[src/rtl/pwm_pkg.sv]
package pwm_pkg;
  localparam int unsigned CNT_W  = 16;
  localparam int unsigned DIV_W  = 7;
  localparam int unsigned HOLD_W = 8;
  localparam int unsigned ADDR_W = 2;
  localparam int unsigned DATA_W = 2 * CNT_W;

  localparam logic [ADDR_W-1:0] ADDR_CTRL = 2'd0;
  localparam logic [ADDR_W-1:0] ADDR_PRI  = 2'd1;
  localparam logic [ADDR_W-1:0] ADDR_SEC  = 2'd2;
  localparam logic [ADDR_W-1:0] ADDR_HOLD = 2'd3;

  localparam int unsigned BIT_CLKEN  = 0;
  localparam int unsigned BIT_RUN    = 1;
  localparam int unsigned BIT_DS     = 2;
  localparam int unsigned BIT_SECOND = 3;
  localparam int unsigned BIT_CONST  = 4;
  localparam int unsigned BIT_INV    = 5;
  localparam int unsigned BIT_HIZ    = 6;
  localparam int unsigned DIV_LSB    = 8;

  typedef struct packed {
    logic             clkEn;
    logic             runEn;
    logic             dsEn;
    logic             secondEn;
    logic             constEn;
    logic             invert;
    logic             hiZ;
    logic [DIV_W-1:0] div;
  } ctrl_t;

  typedef struct packed {
    logic [CNT_W-1:0] hi;
    logic [CNT_W-1:0] lo;
  } pair_t;

  // Strobes from control to datapath
  typedef struct packed {
    logic tick;
    logic run;
  } strobe_t;
endpackage

[src/rtl/pwm_prescaler.sv]
module pwm_prescaler #(
  parameter int unsigned DIV_W = pwm_pkg::DIV_W
) (
  input  logic             clk,
  input  logic             rst_n,
  input  logic             run,
  input  logic             clkEn,
  input  logic [DIV_W-1:0] div,
  output logic             tick
);
  logic [DIV_W-1:0] divCnt;

  assign tick = run && clkEn && (divCnt >= div);

  always_ff @(posedge clk) begin
    if (!rst_n || !run) begin
      divCnt <= '0;
    end else if (clkEn) begin
      divCnt <= tick ? '0 : divCnt + 1'b1;
    end
  end

  // with a nonzero divider, ticks are never back to back
  a_r10_tick_spacing: assert property (@(posedge clk) disable iff (!rst_n)
    (tick && div != '0) |=> (!tick || div == '0));
endmodule

[src/rtl/pwm_ctrl.sv]
module pwm_ctrl
  import pwm_pkg::*;
(
  input  logic              clk,
  input  logic              rst_n,
  input  logic              wrEn,
  input  logic [ADDR_W-1:0] wrAddr,
  input  logic [DATA_W-1:0] wrData,
  output ctrl_t             cfg,
  output pair_t             priPair,
  output pair_t             secPair,
  output logic [HOLD_W-1:0] holdA,
  output logic [HOLD_W-1:0] holdB,
  output strobe_t           st,
  output logic              pwmOe
);
  logic tick;

  always_ff @(posedge clk) begin
    if (!rst_n) begin
      cfg     <= '0;
      priPair <= '0;
      secPair <= '0;
      holdA   <= '0;
      holdB   <= '0;
    end else if (wrEn) begin
      case (wrAddr)
        ADDR_CTRL: begin
          cfg.clkEn    <= wrData[BIT_CLKEN];
          cfg.runEn    <= wrData[BIT_RUN];
          cfg.dsEn     <= wrData[BIT_DS];
          cfg.secondEn <= wrData[BIT_SECOND];
          cfg.constEn  <= wrData[BIT_CONST];
          cfg.invert   <= wrData[BIT_INV];
          cfg.hiZ      <= wrData[BIT_HIZ];
          cfg.div      <= wrData[DIV_LSB +: DIV_W];
        end
        ADDR_PRI: begin
          priPair.hi <= wrData[CNT_W-1:0];
          priPair.lo <= wrData[DATA_W-1:CNT_W];
        end
        ADDR_SEC: begin
          secPair.hi <= wrData[CNT_W-1:0];
          secPair.lo <= wrData[DATA_W-1:CNT_W];
        end
        default: begin
          holdA <= wrData[HOLD_W-1:0];
          holdB <= wrData[2*HOLD_W-1:HOLD_W];
        end
      endcase
    end
  end

  always_ff @(posedge clk) begin
    if (!rst_n) pwmOe <= 1'b1;
    else        pwmOe <= !cfg.hiZ;
  end

  pwm_prescaler #(.DIV_W(DIV_W)) presc_i (
    .clk  (clk),
    .rst_n(rst_n),
    .run  (st.run),
    .clkEn(cfg.clkEn),
    .div  (cfg.div),
    .tick (tick)
  );

  always_comb begin
    st.run  = cfg.runEn && !cfg.dsEn;
    st.tick = tick;
  end

  // a tri-state request drops the enable two edges later
  a_r6_hiz_drops_oe: assert property (@(posedge clk) disable iff (!rst_n)
    (wrEn && wrAddr == ADDR_CTRL && wrData[BIT_HIZ])
      |=> ##1 (!pwmOe || $past(wrEn && wrAddr == ADDR_CTRL)));
endmodule

[src/rtl/pwm_wave.sv]
module pwm_wave
  import pwm_pkg::*;
(
  input  logic              clk,
  input  logic              rst_n,
  input  strobe_t           st,
  input  pair_t             priPair,
  input  pair_t             secPair,
  input  logic [HOLD_W-1:0] holdA,
  input  logic [HOLD_W-1:0] holdB,
  input  logic              secondEn,
  input  logic              constEn,
  input  logic              invert,
  output logic              pwmOut
);
  logic              phaseHigh;
  logic [CNT_W-1:0]  phaseCnt;
  logic              pairSel;
  logic [HOLD_W-1:0] periodCnt;
  pair_t             act;

  logic              highEnd;
  logic              lowEnd;
  logic [HOLD_W-1:0] curHold;
  logic              nextSel;
  logic [HOLD_W-1:0] nextPeriod;
  logic              level;
  logic              outNext;

  always_comb begin
    highEnd    = phaseHigh && (phaseCnt == act.hi);
    lowEnd     = !phaseHigh && (phaseCnt == act.lo);
    curHold    = pairSel ? holdB : holdA;
    nextSel    = 1'b0;
    nextPeriod = '0;
    if (secondEn) begin
      if (periodCnt == curHold) begin
        nextSel    = !pairSel;
        nextPeriod = '0;
      end else begin
        nextSel    = pairSel;
        nextPeriod = periodCnt + 1'b1;
      end
    end
    level = phaseHigh;
    if (constEn) begin
      if (act.hi == '0)      level = 1'b0;
      else if (act.lo == '0) level = 1'b1;
    end
    outNext = st.run ? (level ^ invert) : 1'b0;
  end

  always_ff @(posedge clk) begin
    if (!rst_n) begin
      phaseHigh <= 1'b1;
      phaseCnt  <= '0;
      pairSel   <= 1'b0;
      periodCnt <= '0;
      act       <= '0;
    end else if (!st.run) begin
      phaseHigh <= 1'b1;
      phaseCnt  <= '0;
      pairSel   <= 1'b0;
      periodCnt <= '0;
      act       <= priPair;
    end else if (st.tick) begin
      if (highEnd) begin
        phaseHigh <= 1'b0;
        phaseCnt  <= '0;
      end else if (lowEnd) begin
        phaseHigh <= 1'b1;
        phaseCnt  <= '0;
        pairSel   <= nextSel;
        periodCnt <= nextPeriod;
        act       <= nextSel ? secPair : priPair;
      end else begin
        phaseCnt <= phaseCnt + 1'b1;
      end
    end
  end

  always_ff @(posedge clk) begin
    if (!rst_n) pwmOut <= 1'b0;
    else        pwmOut <= outNext;
  end

  // an idle or reserved-mode channel drives a low level
  a_r7_idle_low: assert property (@(posedge clk) disable iff (!rst_n)
    !st.run |=> !pwmOut);
  // the high-phase counter never passes the working high count
  a_r2_cnt_bound: assert property (@(posedge clk) disable iff (!rst_n)
    phaseHigh |-> phaseCnt <= act.hi);
  // without a tick the phase state does not move
  a_r5_freeze: assert property (@(posedge clk) disable iff (!rst_n)
    (st.run && !st.tick) |=> ($stable(phaseCnt) && $stable(phaseHigh)));
  // working counts change only at a period end or on restart
  a_r9_act_stable: assert property (@(posedge clk) disable iff (!rst_n)
    (st.run && !(st.tick && lowEnd)) |=> ($stable(act) || !st.run));
  // alternation off returns to the primary pair at a period end
  a_r8_primary_when_off: assert property (@(posedge clk) disable iff (!rst_n)
    (st.run && st.tick && lowEnd && !secondEn) |=> !pairSel);
endmodule

[src/rtl/pwm_dual_gen.sv]
module pwm_dual_gen
  import pwm_pkg::*;
(
  input  logic              clk,
  input  logic              rst_n,
  input  logic              wrEn,
  input  logic [ADDR_W-1:0] wrAddr,
  input  logic [DATA_W-1:0] wrData,
  output logic              pwmOut,
  output logic              pwmOe
);
  ctrl_t             cfg;
  pair_t             priPair;
  pair_t             secPair;
  logic [HOLD_W-1:0] holdA;
  logic [HOLD_W-1:0] holdB;
  strobe_t           st;

  pwm_ctrl ctrl_i (
    .clk    (clk),
    .rst_n  (rst_n),
    .wrEn   (wrEn),
    .wrAddr (wrAddr),
    .wrData (wrData),
    .cfg    (cfg),
    .priPair(priPair),
    .secPair(secPair),
    .holdA  (holdA),
    .holdB  (holdB),
    .st     (st),
    .pwmOe  (pwmOe)
  );

  pwm_wave wave_i (
    .clk     (clk),
    .rst_n   (rst_n),
    .st      (st),
    .priPair (priPair),
    .secPair (secPair),
    .holdA   (holdA),
    .holdB   (holdB),
    .secondEn(cfg.secondEn),
    .constEn (cfg.constEn),
    .invert  (cfg.invert),
    .pwmOut  (pwmOut)
  );
endmodule

[config.mk]
export PLATFORM = sky130hd
export DESIGN_NAME = pwm_dual_gen
export DESIGN_NICKNAME = d
export VERILOG_FILES = /design/src/rtl/pwm_pkg.sv /design/src/rtl/pwm_prescaler.sv /design/src/rtl/pwm_ctrl.sv /design/src/rtl/pwm_wave.sv /design/src/rtl/pwm_dual_gen.sv
export SDC_FILE = /design/constraint.sdc
export NUM_CORES = 1
export LEC_CHECK = 0
export ABC_AREA = 1
export BUFFER_PORTS_ARGS = -buffer_cell sky130_fd_sc_hd__buf_4
export CAP_MARGIN = 20
export CORE_MARGIN = 1.5
export CORE_UTILIZATION = 55
export DETAILED_ROUTE_END_ITERATION = 8
export PLACE_DENSITY = 0.72
export SLEW_MARGIN = 20
export SYNTH_ARGS = -nofsm -noshare
export SYNTH_HDL_FRONTEND = slang
export SYNTH_HIERARCHICAL = 1
export SYNTH_SLANG_ARGS = --single-unit
[constraint.sdc]
create_clock -name clk -period 2.8 [get_ports clk]
set_input_delay 0.14 -clock clk [delete_from_list [all_inputs] [get_ports clk]]
set_output_delay 0.14 -clock clk [all_outputs]
set_load 0.01 [all_outputs]
==> summary by stage, run 1 <==
Final layout
The repair_antennas step left the layout with diodes totalling 0. Compared with the post-synthesis result, the final layout area differs by 14.43%. The finished cells cover 10000 sq um.

The count of filler cells inserted in the layout is 1,461. The final net count is approximately 1,500. The finished layout holds about 1,700 standard cells, fillers aside. In the final layout, the share of cells above drive strength 1 is 8.528%.

Timing
The highest achievable clock rate is 405.3 MHz. On the final layout, the worst hold slack is 0.02952 ns. Setup repair after global routing left no endpoint under its margin. After routing, the total negative slack on setup checks comes to 0 ns.

The hold violation total from the final report was 0. After layout, the worst setup slack is 0.3328 ns. Setup violations remaining at the end of the flow were counted as 0. Headroom to the max-slew limit came out at ~64%.

The post-route minimum period is 2.467 ns. Clock skew on the completed layout was measured at 0.009054 ns. The final critical path takes up 88.11% of the cycle. The number of pins exceeding their max-slew limit in the final report is 0.

The slew at the pin with the worst max-slew slack is 0.5375 ns.

Synth
In this run the mean area of a mapped cell was 6.224 sq um. For this run, the leading register cell type out of synthesis is sky130_fd_sc_hd__dfxtp_1. The yosys synthesis warning count is 6.

Yosys mapped the design onto 33 distinct sky130hd cell types. The cell count after synthesis is 1,404. The number of storage elements in the synthesis netlist is 161. The mapped netlist covers 8738 sq um. In the post-synthesis netlist, the biggest area contributors are sky130_fd_sc_hd__dfxtp_1 37%, sky130_fd_sc_hd__nand2_1 17%, sky130_fd_sc_hd__inv_1 11%, sky130_fd_sc_hd__nor2_1 9.7%, sky130_fd_sc_hd__nand3_1 7.8%. The largest area contributor in the synthesized netlist is sky130_fd_sc_hd__dfxtp_1. For this run, asynchronously set or reset flops after synthesis account for 0%. After synthesis, the largest area contributor takes up a little under two fifths of total cell area. Synthesis produced a netlist with a net count of 1,451.

Yosys mapped a number of flops with a built-in enable equal to 0. The post-synthesis sequential area ratio is between 30 and 40%.

Routing
The remaining antenna violation count after routing is 0. The number of detailed-route iterations in the first pass is 5. After the first detailed-routing iteration, the DRC count stood at 574. The detailed router placed roughly 8,000 vias in this run. The routed design has 21,420 um of wire.

The wire length per cell is 12.87 um. In the routed design, unresolved DRC markers number 0. The via density per instance is 4.787.

Power and ir drop
In this run the static leakage power is 0.005162 uW. In this run the power density over the cells is ~540 nW/um^2. The maximum vdd drop is 445.0 uV.

Clocking
The clock net in this run drives a total of 161 sinks. The TritonCTS clock tree is built. The cell sitting at the root of the clock tree is a sky130_fd_sc_hd__clkbuf_16. At the later pin of the worst-skew pair, clock insertion delay measures 0.43 ns.

The clock slew at the register clock pins of the worst setup and hold paths is about 0.070 ns. The post-CTS setup buffer count is 0. The count of H-tree levels built during CTS is 4.

The maximum clock insertion buffer count is 2. The number of buffers created by CTS is 17.

Floorplanning
During I/O placement, the number of pins put on the boundary was 39. The placeable core region is 15,370 sq um. The initialized floorplan defines 45 standard-cell rows. The die outline height is 129.0 um. The initial standard-cell utilization of the core is around 57%. The die is 129.0 um wide. The die covers 16,650 sq um.

Global route
Global routing used 27.31% of the available tracks. The number of global-route vias before repair came to 7,287. The met2 routing resource usage after global routing is 42.37%.

The most crowded layer after global routing is met2. For this run the aggregate overflow at the end of global routing stands at 0. In the global route stage, met3 resource usage came out at 4.955%.

The first global-routing pass estimated 35,580 um of wire. Entering global routing, the biggest net connects 101 pins. The met1 track utilization from global routing is 39.07%.

The initial antenna violation count is 0.

Place
Prior to clock tree synthesis, the placed netlist has a worst setup slack of 0.3691 ns. The HPWL after detailed placement is 14,550 um. The congestion estimate from routability-driven global placement came to 0.9692.

In this run the cell area measured after placement is between 9000 and 10,000 sq um. Counting tap cells, the placed design contains a total of roughly 1,600 instances. The number of port buffers is 38.

Setup path
By startpoint and endpoint, the worst setup path is classified as flip-flop to flip-flop. The kind of launch point of the worst setup path is a flip-flop. At the worst endpoint, the arrival time is 2.80 ns. The maximum net fanout on the critical path is 22.

Data on the critical path is required at its endpoint by roughly 3.1 ns. The worst setup path is captured at a flip-flop.

Run
The tool flagged a number of max-cap violations equal to 0.

Run status
The run finished with clean final reports.

Min path
The type of the tightest min-delay check is input port to flip-flop.
-- placed cells by master (no fill, tap or decap), types with 5 or more instances in the layout --
master,netlist,routed
sky130_fd_sc_hd__nand2_2,19,19
sky130_fd_sc_hd__nand3b_1,7,7
sky130_fd_sc_hd__nor3b_1,5,5
sky130_fd_sc_hd__buf_4,3,52
sky130_fd_sc_hd__xnor2_1,10,10
sky130_fd_sc_hd__o22ai_1,5,5
sky130_fd_sc_hd__dfxtp_1,161,161
sky130_fd_sc_hd__nand4_1,13,13
sky130_fd_sc_hd__nor2_4,4,5
sky130_fd_sc_hd__nor2_1,225,224
sky130_fd_sc_hd__inv_1,247,247
sky130_fd_sc_hd__nor3_1,16,16
sky130_fd_sc_hd__o21ai_0,10,10
sky130_fd_sc_hd__dlygate4sd3_1,0,31
sky130_fd_sc_hd__a21oi_1,31,31
sky130_fd_sc_hd__ha_1,10,10
sky130_fd_sc_hd__nand2_1,401,401
sky130_fd_sc_hd__xor2_1,16,16
sky130_fd_sc_hd__nand3_1,137,137
sky130_fd_sc_hd__clkbuf_16,0,17
sky130_fd_sc_hd__nand3_2,5,5
-- flip-flops by register name, indices dropped and copies added, names as in the netlist --
signal and flops:
wave_i/pwmOut 1, ctrl_i/priPair 32, wave_i/act 32, ctrl_i/holdB 8
wave_i/phaseHigh 1, wave_i/phaseCnt 16, wave_i/periodCnt 8, wave_i/pairSel 1
ctrl_i/holdA 8, ctrl_i/cfg 14, ctrl_i/presc_i/divCnt 7, ctrl_i/secPair 32
ctrl_i/pwmOe 1
-- cell usage after synthesis, types with 13 or more instances --
library cell,count
sky130_fd_sc_hd__nand2_1,401
sky130_fd_sc_hd__inv_1,247
sky130_fd_sc_hd__nor2_1,225
sky130_fd_sc_hd__dfxtp_1,161
sky130_fd_sc_hd__nand3_1,137
sky130_fd_sc_hd__buf_2,39
sky130_fd_sc_hd__a21oi_1,31
sky130_fd_sc_hd__nand2_2,19
sky130_fd_sc_hd__nor3_1,16
sky130_fd_sc_hd__xor2_1,16
sky130_fd_sc_hd__nand4_1,13
-- critical path: stages (launching register included) --
cell and delay, ns:
sky130_fd_sc_hd__dfxtp_1 0.66, sky130_fd_sc_hd__inv_2 0.25, sky130_fd_sc_hd__nand2_1 0.15, sky130_fd_sc_hd__nand2_1 0.06
sky130_fd_sc_hd__nand2_1 0.05, sky130_fd_sc_hd__nand2_1 0.04, sky130_fd_sc_hd__inv_1 0.05, sky130_fd_sc_hd__nand2_2 0.06
sky130_fd_sc_hd__nor2_4 0.12, sky130_fd_sc_hd__nand2_2 0.07, sky130_fd_sc_hd__nand2_2 0.07, sky130_fd_sc_hd__nand4_4 0.24
sky130_fd_sc_hd__buf_12 0.27, sky130_fd_sc_hd__nand2_1 0.08, sky130_fd_sc_hd__nand3_1 0.09, sky130_fd_sc_hd__nand2_1 0.07
sky130_fd_sc_hd__inv_1 0.03
-- kinds of logic (layout without fill, tap and decap cells) --
kind of cell    after synthesis  after routing  synth area share (%)
simple gates                838            838                 40.66
buf+inv                     317            367                 15.11
flops                       161            161                 36.88
compound gates               51             51                 3.193
xor+xnor                     26             26                 2.606
fa+ha+maj                    10             10                 1.432
mux                           1              1                0.1146
-- final timing paths --
| path | startpoint | to | slack (ns) | cells after the start |
|---|---|---|---|---|
| worst min register to register | ctrl_i/cfg[7] | ctrl_i/pwmOe | 0.39 | 1 |
| worst max register to register | wave_i/pairSel | wave_i/act[26] | 0.33 | 16 |
| worst max-delay path | wave_i/pairSel | wave_i/act[26] | 0.33 | 16 |
| worst min-delay path | wrData[1] | ctrl_i/priPair[17] | 0.03 | 3 |
-- report_power, final --
group	leakage, uW	internal (uW)	total [uW]	switching, uW
sequential	0.00131	2390	2460	70.4
combinational	0.00357	257	633	376
clock	0.000277	1260	2320	1060
-- through the flow --
step           power [uW]  utilization, %
2_1_floorplan        2925               -
3_3_place_gp         3096           59.15
3_5_place_dp         3101           59.15
4_1_cts              5457           65.05
5_1_grt              5674           65.05
6_report             5414           65.05
-- what timing repair did --
item	4_1_cts	5_1_grt
gates resized for setup	0	0
endpoints found under the hold margin	72	0
hold buffers	31	0
-- cell type report --
class / instances / area, sq um / share of cell area, %
Multi-Input combinational cell: 926 / 4203 / 42.03
Sequential cell: 161 / 3223 / 32.23
Inverter: 248 / 930.9 / 9.309
Timing Repair Buffer: 87 / 780.7 / 7.808
Clock buffer: 17 / 425.4 / 4.254
Tap cell: 211 / 264.0 / 2.640
Clock inverter: 15 / 172.7 / 1.727
-- layer usage --
metal	routed length [um]	vias to the layer above
met4	236	0
met1	10920	3505
met5	0	-
met3	888	16
met2	9372	166
li1	-	4284
Power figures use the tool's default switching activity.
==> run 2: changes to the inputs <==
--- a/config.mk
+++ b/config.mk
@@ -5,15 +5,13 @@
 export SDC_FILE = /design/constraint.sdc
 export NUM_CORES = 1
 export LEC_CHECK = 0
-export ABC_AREA = 1
 export BUFFER_PORTS_ARGS = -buffer_cell sky130_fd_sc_hd__buf_4
 export CAP_MARGIN = 20
 export CORE_MARGIN = 1.5
 export CORE_UTILIZATION = 55
 export DETAILED_ROUTE_END_ITERATION = 8
-export PLACE_DENSITY = 0.72
+export PLACE_DENSITY = 0.73
 export SLEW_MARGIN = 20
 export SYNTH_ARGS = -nofsm -noshare
 export SYNTH_HDL_FRONTEND = slang
-export SYNTH_HIERARCHICAL = 1
 export SYNTH_SLANG_ARGS = --single-unit
==> run 2 against run 1 <==
Cell count down 36%. Clock skew down 0.0015 ns. Fmax decreased by 4.6%. Sequential cell count unchanged. Via count decreased by 27%. Non-clock buffer count is 14 lower. Largest power group is now clock. Highest routed layer unchanged.
==> summary by stage, run 2 <==
Final layout
The proportion of layout cells with a drive suffix above 1 is 10.89% (+2.4 points). The top cell types in the final layout, fill and taps aside, are 240 x sky130_fd_sc_hd__nand2_1, 160 x sky130_fd_sc_hd__dfxtp_1, 95 x sky130_fd_sc_hd__a21boi_0. The library cell used most frequently in the layout, excluding fill and tap cells, is sky130_fd_sc_hd__nand2_1. The final net count was 934 (-37%). The total inserted antenna cells is 0 (unchanged). The share of the core filled with cells is 66.63% (+1.6 points). From synthesis to final layout, the design area changed by 17.50%. The largest registers in the layout are ctrl_i.priPair (32), ctrl_i.secPair (32), wave_i.act (32).

Timing
The total negative slack is 0 ns (unchanged). The final setup violation count was 0 (unchanged). The post-route minimum period is 2.587 ns (+0.1202 ns).

The final cycle utilization of the critical path came to 92.41% (+4.3 points). The relative slew slack came to 42.65% (-21 points). The number of pins exceeding their max-slew limit in the final report is 0 (unchanged). The hold violation total from the final report is 0 (unchanged).

The slew at the pin with the worst max-slew slack is 0.8602 ns (+0.3227 ns). The highest achievable clock rate came to 386.5 MHz (-4.6%). Setup repair after global routing left no endpoint under its margin. The post-route clock skew is 0.007573 ns (-0.001481 ns).

Global route
The largest net degree at the start of global routing is 100 (-0.99%). The initial antenna violation count is 0 (unchanged). The number of global-route vias before repair is 5,846 (-20%). The wire length of the first global-routing pass is 28,130 um (-21%). The overall routing resource usage came to 25.32% (-2.0 points).

The remaining global-route overflow is 0 (unchanged).

Setup path
The kind of launch point of the worst setup path is a flip-flop. The arrival time of the worst setup path is 2.89 ns (+0.09 ns). The endpoint type of the worst setup path is a flip-flop. The critical path class is flip-flop to flip-flop. The critical path required time is 3.11 ns (-0.02 ns). The maximum net fanout on the critical path is 32 (+45%).

Power and ir drop
The maximum vdd drop is 454.8 uV (+2.2%). The power density over the cells is 625.8 nW/um^2 (+16%). The cell leakage power is 0.002914 uW (-44%).

Routing
The wire length per cell is 15.59 um (+21%). The number of detailed-route iterations in the first pass came to 4 (-1). The final routed DRC violation total is 0 (unchanged). The via density per instance came to 5.463 (+14%). The number of vias after detailed routing was 5,856 (-27%).

The number of DRC markers after the initial detailed-route iteration is 434 (-24%). The remaining antenna violation count after routing is 0 (unchanged). The sum of routed wire length over all layers is 16,720 um (-22%).

Floorplanning
The number of standard-cell rows in the floorplan is 41 (-8.9%). The initial standard-cell utilization of the core is 56.71% (-0.14 points). The width of the die was 117.3 um (-9.1%). The placeable core region came to 12,670 sq um (-18%). The top-level port count came to 39 (unchanged).

The overall die area is 13,760 sq um (-17%). The die outline height is 117.3 um (-9.1%).

Clocking
The clock insertion delay at the later pin of the skew report was 0.43 ns (about the same). The clock slew at the register clock pins of the worst setup and hold paths was 0.06 ns (about the same). The number of clock sinks is 161 (unchanged). The number of buffers created by CTS is 17 (unchanged). The count of H-tree levels built during CTS is 4 (unchanged). TritonCTS built the clock tree. The root buffer cell chosen for the clock tree is sky130_fd_sc_hd__clkbuf_16. The maximum clock insertion buffer count came to 2 (unchanged).

Synth
The share of synthesized registers carrying an async set or reset came to 0% (unchanged). The post-synthesis cell area was 7186 sq um (-18%). Counting instances in the post-synthesis netlist gives the leading cell types as 240 x sky130_fd_sc_hd__nand2_1, 161 x sky130_fd_sc_hd__dfxtp_1, 95 x sky130_fd_sc_hd__a21boi_0. The post-synthesis simple-gate area fraction is 21.31% (-19 points). The synthesized net count is 895 (-38%). The dominant register cell in the synthesized netlist is sky130_fd_sc_hd__dfxtp_1.

By area, the combinational part of the netlist is dominated by simple AND/OR/NAND/NOR gates. Sorting the synthesized cells by area gives the leading types as sky130_fd_sc_hd__dfxtp_1 45%, sky130_fd_sc_hd__nand2_1 13%, sky130_fd_sc_hd__a21boi_0 9.9%, sky130_fd_sc_hd__mux2i_1 5.7%, sky130_fd_sc_hd__xnor2_1 5.2%. The count of flip-flops with a built-in enable after synthesis is 0 (unchanged).

The fraction of the mapped netlist area in compound gates is 14.40% (+11 points). The yosys synthesis warning count is 0 (-6). The cell count after synthesis is 848 (-40%).

The post-synthesis sequential area ratio was 44.85% (+8.0 points). The largest area contributor in the synthesized netlist is sky130_fd_sc_hd__dfxtp_1. The most common cell in the synthesized netlist is sky130_fd_sc_hd__nand2_1. The synthesized area per cell came to 8.474 sq um (+36%).

The xor and xnor area share after synthesis is 7.435% (+4.8 points). The count of unique library cells instantiated by Yosys was 43 (+30%). The area share of the leading cell type in the synthesized netlist is 44.85% (+8.0 points). The number of storage elements in the synthesis netlist is 161 (unchanged).

The mux cell area share after synthesis is 6.181% (+6.1 points). The arithmetic-cell share of the synthesized area counting full adders, half adders and majority gates is 1.741% (+0.31 points).

Place
The routability-driven placement congestion ratio is 0.8851 (-8.7%). The half-perimeter wire length of the detailed placement result was 11,180 um (-23%). The number of port buffers is 38 (unchanged).

Min path
The type of the tightest min-delay check is input port to flip-flop.

Run status
The run finished with clean final reports.

Run
The reported max-cap violation count came to 0 (unchanged).
## run 2: worst max-delay path, cell delays in order, from the launching register on
cell                      delay [ns]
sky130_fd_sc_hd__dfxtp_2        0.53
sky130_fd_sc_hd__mux2i_1        0.35
sky130_fd_sc_hd__xnor2_1        0.12
sky130_fd_sc_hd__nor4_2         0.39
sky130_fd_sc_hd__nand2_2        0.15
sky130_fd_sc_hd__mux2i_4        0.21
sky130_fd_sc_hd__buf_12         0.27
sky130_fd_sc_hd__mux2i_1        0.32
sky130_fd_sc_hd__o21ai_1        0.10
## run 2: cells by family after synthesis
family          Yosys count
flops                   161
mux                      43
simple gates            356
xor+xnor                 61
fa+ha+maj                10
buf+inv                  63
compound gates          154
## run 2: what timing repair did
| action | 4_1_cts | 5_1_grt |
|---|---|---|
| hold buffers | 21 | 0 |
| resized for setup | 0 | 2 |
| buffers inserted | 0 | 0 |
| endpoints found under the hold margin | 39 | 0 |
| setup endpoints to repair | 0 | 18 |
## run 2: power by group
group	internal (uW)	total (uW)	switching, uW
Sequential	2350	2380	34.4
Clock	1660	2590	935
Combinational	142	312	170
## run 2: final timing paths
| kind | start | to | slack [ns] | depth (start not counted) |
|---|---|---|---|---|
| max reg2reg | wave_i.pairSel | wave_i.act[19] | 0.21 | 8 |
| min reg2reg | ctrl_i.cfg[7] | ctrl_i.pwmOe | 0.39 | 1 |
| min | wrData[6] | ctrl_i.cfg[7] | 0.009 | 3 |
| max | wave_i.pairSel | wave_i.act[19] | 0.21 | 8 |
## run 2: through the flow
stage          worst slack, ns  hold slack (ns)  cell area [sq um]  cells  total power [uW]
2_1_floorplan           0.5638           0.2849               7186    848              2595
3_3_place_gp            0.1951           0.3701               7556   1019              2705
3_5_place_dp           0.07696           0.3767               7556   1019              2718
4_1_cts                0.04865        0.0004673               8437   1072              5308
5_1_grt                 0.1232         0.002211               8443   1072              5442
6_report                0.2126         0.009326               8443   1072              5283
## run 2: routing by layer
layer  up-vias  track usage [%]  part of all wire (%)
met4         0            10.03                   2.0
li1       2894                -                     -
met1      2819            33.93                    47
met2       111            40.04                    47
met5         -                0                     0
met3        32            5.302                   4.1
## run 2: cell type report
| cell class | instances | area (sq um) |
|---|---|---|
| tap | 172 | 215.2 |
| fill | 1066 | 4228 |
| clock inverter | 12 | 203.9 |
| timing repair buffer | 73 | 613.1 |
| multi-input combinational | 624 | 3682 |
| sequential | 161 | 3224 |
| inverter | 10 | 37.54 |
| clock buffer | 20 | 466.7 |
